==> config.mk <==
export PLATFORM = sky130hd
export DESIGN_NAME = rtc_trim_prescaler
export DESIGN_NICKNAME = d
export VERILOG_FILES = /design/src/rtl/rtc_trim_pkg.sv /design/src/rtl/rtc_trim_regs.sv /design/src/rtl/rtc_trim_stepper.sv /design/src/rtl/rtc_trim_divider.sv /design/src/rtl/rtc_trim_prescaler.sv
export SDC_FILE = /design/constraint.sdc
export NUM_CORES = 1
export LEC_CHECK = 0
export BUFFER_PORTS_ARGS = -buffer_cell sky130_fd_sc_hd__buf_2
export CORE_MARGIN = 4
export CORE_UTILIZATION = 54
export CTS_CLUSTER_DIAMETER = 40
export DETAILED_ROUTE_END_ITERATION = 7
export PLACE_DENSITY = 0.76
export SLEW_MARGIN = 20
export SYNTH_ARGS = -nofsm -noshare
export SYNTH_HDL_FRONTEND = slang
export SYNTH_HIERARCHICAL = 1
export SYNTH_SLANG_ARGS = --single-unit
==> constraint.sdc <==
create_clock -name clk_i -period 6.11 [get_ports clk_i]
set_input_delay 0.3055 -clock clk_i [delete_from_list [all_inputs] [get_ports clk_i]]
set_output_delay 0.3055 -clock clk_i [all_outputs]
set_load 0.01 [all_outputs]
==> src/rtl/rtc_trim_pkg.sv <==
package rtc_trim_pkg;
    localparam int CAL_W  = 6;
    localparam int DATA_W = 8;

    localparam logic ADDR_CTRL = 1'b0;
    localparam logic ADDR_TRIM = 1'b1;

    typedef struct packed {
        logic             cal_mode;
        logic             fwd_en;
        logic [CAL_W-1:0] mag;
        logic             sign;
    } trim_regs_t;
endpackage

==> src/rtl/rtc_trim_regs.sv <==
module rtc_trim_regs
    import rtc_trim_pkg::*;
(
    input  logic              clk_i,
    input  logic              rst_ni,
    input  logic [CAL_W-1:0]  fac_mag_i,
    input  logic              fac_sign_i,
    input  logic              we_i,
    input  logic              addr_i,
    input  logic [DATA_W-1:0] wdata_i,
    output logic [DATA_W-1:0] rdata_o,
    output logic              cal_mode_o,
    output logic              fwd_en_o,
    output logic [CAL_W-1:0]  mag_o,
    output logic              sign_o
);
    trim_regs_t regs_d, regs_q;

    always_comb begin
        regs_d = regs_q;
        if (we_i) begin
            if (addr_i == ADDR_CTRL) begin
                regs_d.cal_mode = wdata_i[0];
                regs_d.fwd_en   = wdata_i[1];
            end else if (regs_q.cal_mode) begin
                regs_d.mag  = wdata_i[CAL_W-1:0];
                regs_d.sign = wdata_i[DATA_W-1];
            end
        end
    end

    always_ff @(posedge clk_i) begin
        if (!rst_ni) begin
            regs_q.cal_mode <= 1'b0;
            regs_q.fwd_en   <= 1'b0;
            regs_q.mag      <= fac_mag_i;
            regs_q.sign     <= fac_sign_i;
        end else begin
            regs_q <= regs_d;
        end
    end

    always_comb begin
        rdata_o = '0;
        if (addr_i == ADDR_CTRL) begin
            rdata_o[0] = regs_q.cal_mode;
            rdata_o[1] = regs_q.fwd_en;
        end else begin
            rdata_o[CAL_W-1:0] = regs_q.mag;
            rdata_o[DATA_W-1]  = regs_q.sign;
        end
    end

    assign cal_mode_o = regs_q.cal_mode;
    assign fwd_en_o   = regs_q.fwd_en;
    assign mag_o      = regs_q.mag;
    assign sign_o     = regs_q.sign;
endmodule

==> src/rtl/rtc_trim_stepper.sv <==
module rtc_trim_stepper
    import rtc_trim_pkg::*;
#(
    parameter int WIN_LOG2 = 21
) (
    input  logic             clk_i,
    input  logic             rst_ni,
    input  logic [CAL_W-1:0] mag_i,
    input  logic             sign_i,
    output logic [1:0]       step_o,
    output logic             in_trim_o
);
    typedef struct packed {
        logic [WIN_LOG2-1:0] win;
    } step_state_t;

    step_state_t st_d, st_q;
    logic [WIN_LOG2-1:0] span;

    assign span      = WIN_LOG2'({mag_i, 1'b0});
    assign in_trim_o = (st_q.win < span);

    always_comb begin
        st_d     = st_q;
        st_d.win = st_q.win + 1'b1;
        if (in_trim_o) begin
            step_o = sign_i ? 2'd2 : 2'd0;
        end else begin
            step_o = 2'd1;
        end
    end

    always_ff @(posedge clk_i) begin
        if (!rst_ni) begin
            st_q <= '0;
        end else begin
            st_q <= st_d;
        end
    end
endmodule

==> src/rtl/rtc_trim_divider.sv <==
module rtc_trim_divider #(
    parameter int DIV_W = 15
) (
    input  logic             clk_i,
    input  logic             rst_ni,
    input  logic [1:0]       step_i,
    output logic [DIV_W-1:0] pre_o,
    output logic             tick_o
);
    typedef struct packed {
        logic [DIV_W-1:0] pre;
        logic             tick;
    } div_state_t;

    div_state_t dv_d, dv_q;
    logic [DIV_W:0] sum;

    always_comb begin
        sum       = {1'b0, dv_q.pre} + {{(DIV_W-1){1'b0}}, step_i};
        dv_d.pre  = sum[DIV_W-1:0];
        dv_d.tick = sum[DIV_W];
    end

    always_ff @(posedge clk_i) begin
        if (!rst_ni) begin
            dv_q <= '0;
        end else begin
            dv_q <= dv_d;
        end
    end

    assign pre_o  = dv_q.pre;
    assign tick_o = dv_q.tick;
endmodule

==> src/rtl/rtc_trim_prescaler.sv <==
module rtc_trim_prescaler
    import rtc_trim_pkg::*;
#(
    parameter int DIV_W    = 15,
    parameter int WIN_LOG2 = 21,
    parameter int TONE_BIT = 5
) (
    input  logic              clk_i,
    input  logic              rst_ni,
    input  logic [CAL_W-1:0]  fac_mag_i,
    input  logic              fac_sign_i,
    input  logic              reg_we_i,
    input  logic              reg_addr_i,
    input  logic [DATA_W-1:0] reg_wdata_i,
    output logic [DATA_W-1:0] reg_rdata_o,
    input  logic              pfail_i,
    output logic              cal_pfo_o,
    output logic              fout_o,
    output logic              tick_o,
    output logic              tcomp_en_o
);
    logic             cal_mode;
    logic             fwd_en;
    logic [CAL_W-1:0] mag;
    logic             sign;
    logic [1:0]       step;
    logic             in_trim;
    logic [DIV_W-1:0] pre;
    logic             tone;

    rtc_trim_regs u_regs (
        .clk_i      (clk_i),
        .rst_ni     (rst_ni),
        .fac_mag_i  (fac_mag_i),
        .fac_sign_i (fac_sign_i),
        .we_i       (reg_we_i),
        .addr_i     (reg_addr_i),
        .wdata_i    (reg_wdata_i),
        .rdata_o    (reg_rdata_o),
        .cal_mode_o (cal_mode),
        .fwd_en_o   (fwd_en),
        .mag_o      (mag),
        .sign_o     (sign)
    );

    rtc_trim_stepper #(.WIN_LOG2(WIN_LOG2)) u_stepper (
        .clk_i     (clk_i),
        .rst_ni    (rst_ni),
        .mag_i     (mag),
        .sign_i    (sign),
        .step_o    (step),
        .in_trim_o (in_trim)
    );

    rtc_trim_divider #(.DIV_W(DIV_W)) u_divider (
        .clk_i  (clk_i),
        .rst_ni (rst_ni),
        .step_i (step),
        .pre_o  (pre),
        .tick_o (tick_o)
    );

    assign tone       = pre[TONE_BIT];
    assign cal_pfo_o  = cal_mode ? tone : pfail_i;
    assign fout_o     = clk_i & fwd_en;
    assign tcomp_en_o = ~cal_mode;
endmodule

==> metrics.yaml, run 1 <==
placed_design:
  portBuffers: 29
  gp_congestion: 0.802
  dp_hpwl_mm: 3.26
floorplan:
  die_w_um: 74.3
  die_y_um: 74.3
  initial_utilization: 0.577
  dieArea_sq_mm: 0.00552
  rows: 23
  core_area_sq_mm: 0.00412
  io_pins: 32
detailed_routing:
  dr.pass1.iters: 4
  wl_mm: 4.45
  ant_nets: 0
  vias_per_cell: 5.58
  vias: 1818
  drt_iter0_markers: 84
  wire_per_inst_um: 13.7
  drc: 0
timing:
  setup_violations: 0
  hold_viol_final: 0
  rsz0062_at_grt: "no"
  skew_ns: 0.00281
  slew_headroom: 0.491
  maxSlewViolCount: 0
  tightestPinTransition_ns: 0.764
  final.setup.tns_ns: 0
global_route:
  grt_max_degree: 31
  grt_pass1_wl_mm: 7.60
  track_usage: 0.182
  grt_pass1_vias: 1774
  grt.overflow.total: 0
  antenna_found_initial: 0
setup_path:
  ff2ff_path_depth: 9
  crit_required_ns: 5.80
  arrival_ns: 3.54
  crit_type: "clock port to output port"
  r2r_end: "u_divider/pre_o[10]$_SDFF_PN0_"
  cp_max_fo: 2
  r2r_setup_slack_ns: 2.94
  cp-end-kind: "output port"
  r2r_start: "u_stepper/st_q[6]$_SDFF_PN0_"
  critPathLaunchType: "clock port"
clock_network:
  clk_pin_slew_ns: 0.07
  cts_tree: "done"
  hold_buffers: 0
  post_cts_buffers: 0
  cts_resized: 0
  insertion_delay_ns: 0.40
logic_synthesis:
  yosysWarnings: 6
  syn_area_per_cell_sq_um: 9.66
  syn_inst: 246
  syn-cell-area_sq_mm: 0.00238
  syn_nets: 275
run:
  cap_violations: 0
power_and_ir_drop:
  p_leak_nw: 1.11
  total_power_mw: 0.598
  p_per_area_mw_per_mm2: 227
  max-vdd-ir-drop_v: 0.000140
final_layout:
  final_nets: 304
  fillers: 350
  num_antenna_cells: 0
  regArea_sq_um: 991
  multi_input_area_sq_mm: 0.00126
  drive_gt1_frac: 0.207
  synthToLayoutAreaGrowth_pct: 11.1
min_path:
  hold_end: "u_regs/cal_mode_o$_SDFFE_PN0P_"
  min_path_cells: 3
  worstHoldStart: "reg_wdata_i[0]"
  hold_path_class: "primary input to register"
run_status:
  outcome: "finished clean"
==> worst max-delay path, stage by stage <==
cell and delay (ns):
clkbuf_8 0.11, clkbuf_8 0.12, and2_1 0.13, buf_2 0.13
==> layout make-up <==
cell class              instances  share of cell area
multi-input cells             173               0.476
flip-flops and latches         46               0.375
repair buffers                 28              0.0531
clock buffers                  12              0.0479
inverters                      17              0.0242
well taps                      50              0.0237
==> report_power, final <==
group	switching [mW]	leakage, nW	internal, mW
clock	0.101	0.0694	0.124
sequential	0.00645	0.384	0.316
combinational	0.0279	0.658	0.0234
total	0.136	1.11	0.463
==> worst max-delay path by stage <==
stage | start | to | slack (ns) | depth (start not counted)
after global routing | clk_i | fout_o | 2.24 | 4
after detailed placement | clk_i | fout_o | 2.50 | 2
after global placement | clk_i | fout_o | 2.50 | 2
after CTS | clk_i | fout_o | 2.26 | 4
final | clk_i | fout_o | 2.26 | 4
after floorplan | clk_i | fout_o | 2.58 | 1
==> metrics by stage <==
stage	std cells	hold WS, ns	area [sq um]	util	setup WS [ns]
2_1_floorplan	246	0.426	2380	-	2.58
3_3_place_gp	315	0.439	2520	0.612	2.50
3_5_place_dp	315	0.451	2520	0.612	2.50
4_1_cts	326	0.168	2640	0.642	2.26
5_1_grt	326	0.197	2640	0.642	2.24
6_report	326	0.175	2640	0.642	2.26
==> per-layer routing <==
layer | global-route usage | routed length (um) | part of all wire | vias to the layer above
met2 | 0.304 | 2230 | 0.50 | 17
li1 | - | - | - | 917
met1 | 0.212 | 2010 | 0.45 | 873
met3 | 0.0419 | 95 | 0.021 | 11
met5 | 0 | 0 | 0 | -
met4 | 0.109 | 111 | 0.025 | 0
==> layout by cell type (no fill, tap or decap), drive strengths merged, types with 2 or more instances in the layout <==
cell	count
ha	8
or3	5
and4	5
a211oi	2
xnor2	2
and2	9
o31ai	4
mux2	8
mux2i	9
dfxtp	39
or4	6
clkbuf	11
nand4	10
o21ai	7
xor2	14
buf	29
nor4	6
nand3	11
nand2	18
inv	15
a21o	2
edfxtp	7
nand2b	9
and3	2
nor2	21
clkinv	2
a21oi	10
==> flip-flops by register name, summed over array words and instances (netlist names) <==
signal and count:
u_regs/fwd_en_o 1, u_regs/sign_o 1, u_stepper/st_q 21, u_regs/mag_o 6, u_divider/pre_o 15, u_divider/tick_o 1
u_regs/cal_mode_o 1
Note: power is estimated with default switching activity, not from simulation.
==> inputs of run 2 (changes only) <==
- clock period: 6.11 -> 3.88 ns (I/O delays scaled with it)
==> run 2 against run 1 <==
Compared with the run above: sequential cell count did not move; total power is 82% higher; critical path depth is 5 higher; die area stayed put; via count increased by 0.99%; register-to-register slack lost 2.2 ns; largest power group unchanged; highest routed layer unchanged.
==> metrics.yaml, run 2 (same netlist as run 1, synthesis figures left out) <==
setup_path:
  cp-end-kind: "register"
  r2r_start: "u_stepper/st_q[6]$_SDFF_PN0_"
  crit_top_cell: "or4_1"
  arrival_ns: 3.49
  startpoint: "u_stepper/st_q[6]$_SDFF_PN0_"
  crit_required_ns: 4.21
  cpMaxStageDelayCell: "fa_1"
  cpPeakStageDelay_ns: 0.59
  critPathLaunchType: "register"
  r2r_setup_slack_ns: 0.72
  critPathTopFamily: "simple AND/OR/NAND/NOR gates"
  cp_max_fo: 10
  crit_buf_inv: 1
  crit_type: "register to register"
  crit_chain: "ha_1 > a211oi_1 > nand4_1 > or4_1 > a211oi_2 > inv_1 > fa_1 > or4_1 > a21oi_1"
detailed_routing:
  vias_per_cell: 5.63
  drt_iter0_markers: 70
  wire_per_inst_um: 14.2
  wl_mm: 4.63
  vias: 1836
  ant_nets: 0
  dr.pass1.iters: 4
  drc: 0
global_route:
  grt_max_degree: 31
  grt_pass1_vias: 1778
  antenna_found_initial: 0
  track_usage: 0.191
  grt_pass1_wl_mm: 7.87
  grt.overflow.total: 0
final_layout:
  fin_util: 0.656
  drive_gt1_frac: 0.217
  regMostFlops: "u_stepper/st_q"
  num_antenna_cells: 0
  largest_register_ffs: 21
  synthToLayoutAreaGrowth_pct: 13.5
  final_nets: 304
  layout_common_cells: "dfxtp_1 (39), buf_2 (29), nor2_1 (21)"
  final_common_cell: "dfxtp_1"
timing:
  setup_violations: 0
  min_period_ns: 3.16
  slew_headroom: 0.441
  maxSlewViolCount: 0
  tightestPinTransition_ns: 0.839
  min_period_over_period: 0.815
  timing.hold.ws_ns: 0.0626
  clock.fmax_mhz: 316
  final.setup.tns_ns: 0
  skew_ns: 0.00306
  hold_viol_final: 0
  rsz0062_at_grt: "no"
clock_network:
  cts_tree: "done"
  clk_pin_slew_ns: 0.09
  hold_buffers: 0
  insertion_delay_ns: 0.40
  cts_resized: 0
  post_cts_buffers: 0
floorplan:
  dieArea_sq_mm: 0.00552
  core_area_sq_mm: 0.00412
  die_y_um: 74.3
  initial_utilization: 0.577
  io_pins: 32
  rows: 23
  die_w_um: 74.3
power_and_ir_drop:
  p_leak_nw: 1.14
  p_per_area_mw_per_mm2: 404
  total_power_mw: 1.09
  max-vdd-ir-drop_v: 0.000244
run:
  cap_violations: 0
min_path:
  worstHoldStart: "reg_wdata_i[0]"
  hold_path_class: "primary input to register"
run_status:
  outcome: "finished clean"
placed_design:
  portBuffers: 29
  dp_hpwl_mm: 3.18
  gp_congestion: 0.758
run 2: worst reg2reg max path, stage by stage (launching register included):
cell and delay [ns]:
dfxtp_1 0.43, ha_1 0.28, a211oi_1 0.21, nand4_1 0.10
or4_1 0.47, a211oi_2 0.20, inv_1 0.09, fa_1 0.59
or4_1 0.55, a21oi_1 0.17
run 2: final timing paths:
kind	to	cells after the start
setup / recovery	u_divider/pre_o[8]$_SDFF_PN0_	9
hold / removal	u_regs/cal_mode_o$_SDFFE_PN0P_	3
setup reg to reg	u_divider/pre_o[8]$_SDFF_PN0_	9
hold reg to reg	u_divider/tick_o$_SDFF_PN0_	2
run 2: routing by layer:
layer  part of all wire  track usage
met1               0.44        0.217
met2               0.49        0.305
met3              0.033       0.0622
met4              0.032        0.128
met5                  0            0
run 2: cell type report:
cell class	instances	area, sq um
flip-flops and latches	46	991
multi-input cells	173	1260
well taps	50	62.6
inverters	17	63.8
repair buffers	28	140
clock inverters	3	68.8
fillers	334	1420
clock buffers	9	115
run 2: through the flow:
| stage | std cells | instance area (sq um) | setup WS, ns |
|---|---|---|---|
| final | 326 | 2700 | 0.719 |
| after global routing | 326 | 2700 | 0.553 |
| after global placement | 315 | 2520 | 0.828 |
| after CTS | 326 | 2700 | 0.716 |
| after floorplan | 246 | 2380 | 0.944 |
| after detailed placement | 315 | 2520 | 0.730 |
run 2: where the power goes:
group | leakage, nW | total [mW] | internal, mW | switching [mW]
clock | 0.0983 | 0.502 | 0.325 | 0.177
sequential | 0.384 | 0.508 | 0.497 | 0.0107
combinational | 0.658 | 0.0802 | 0.0368 | 0.0434
total | 1.14 | 1.09 | 0.858 | 0.231
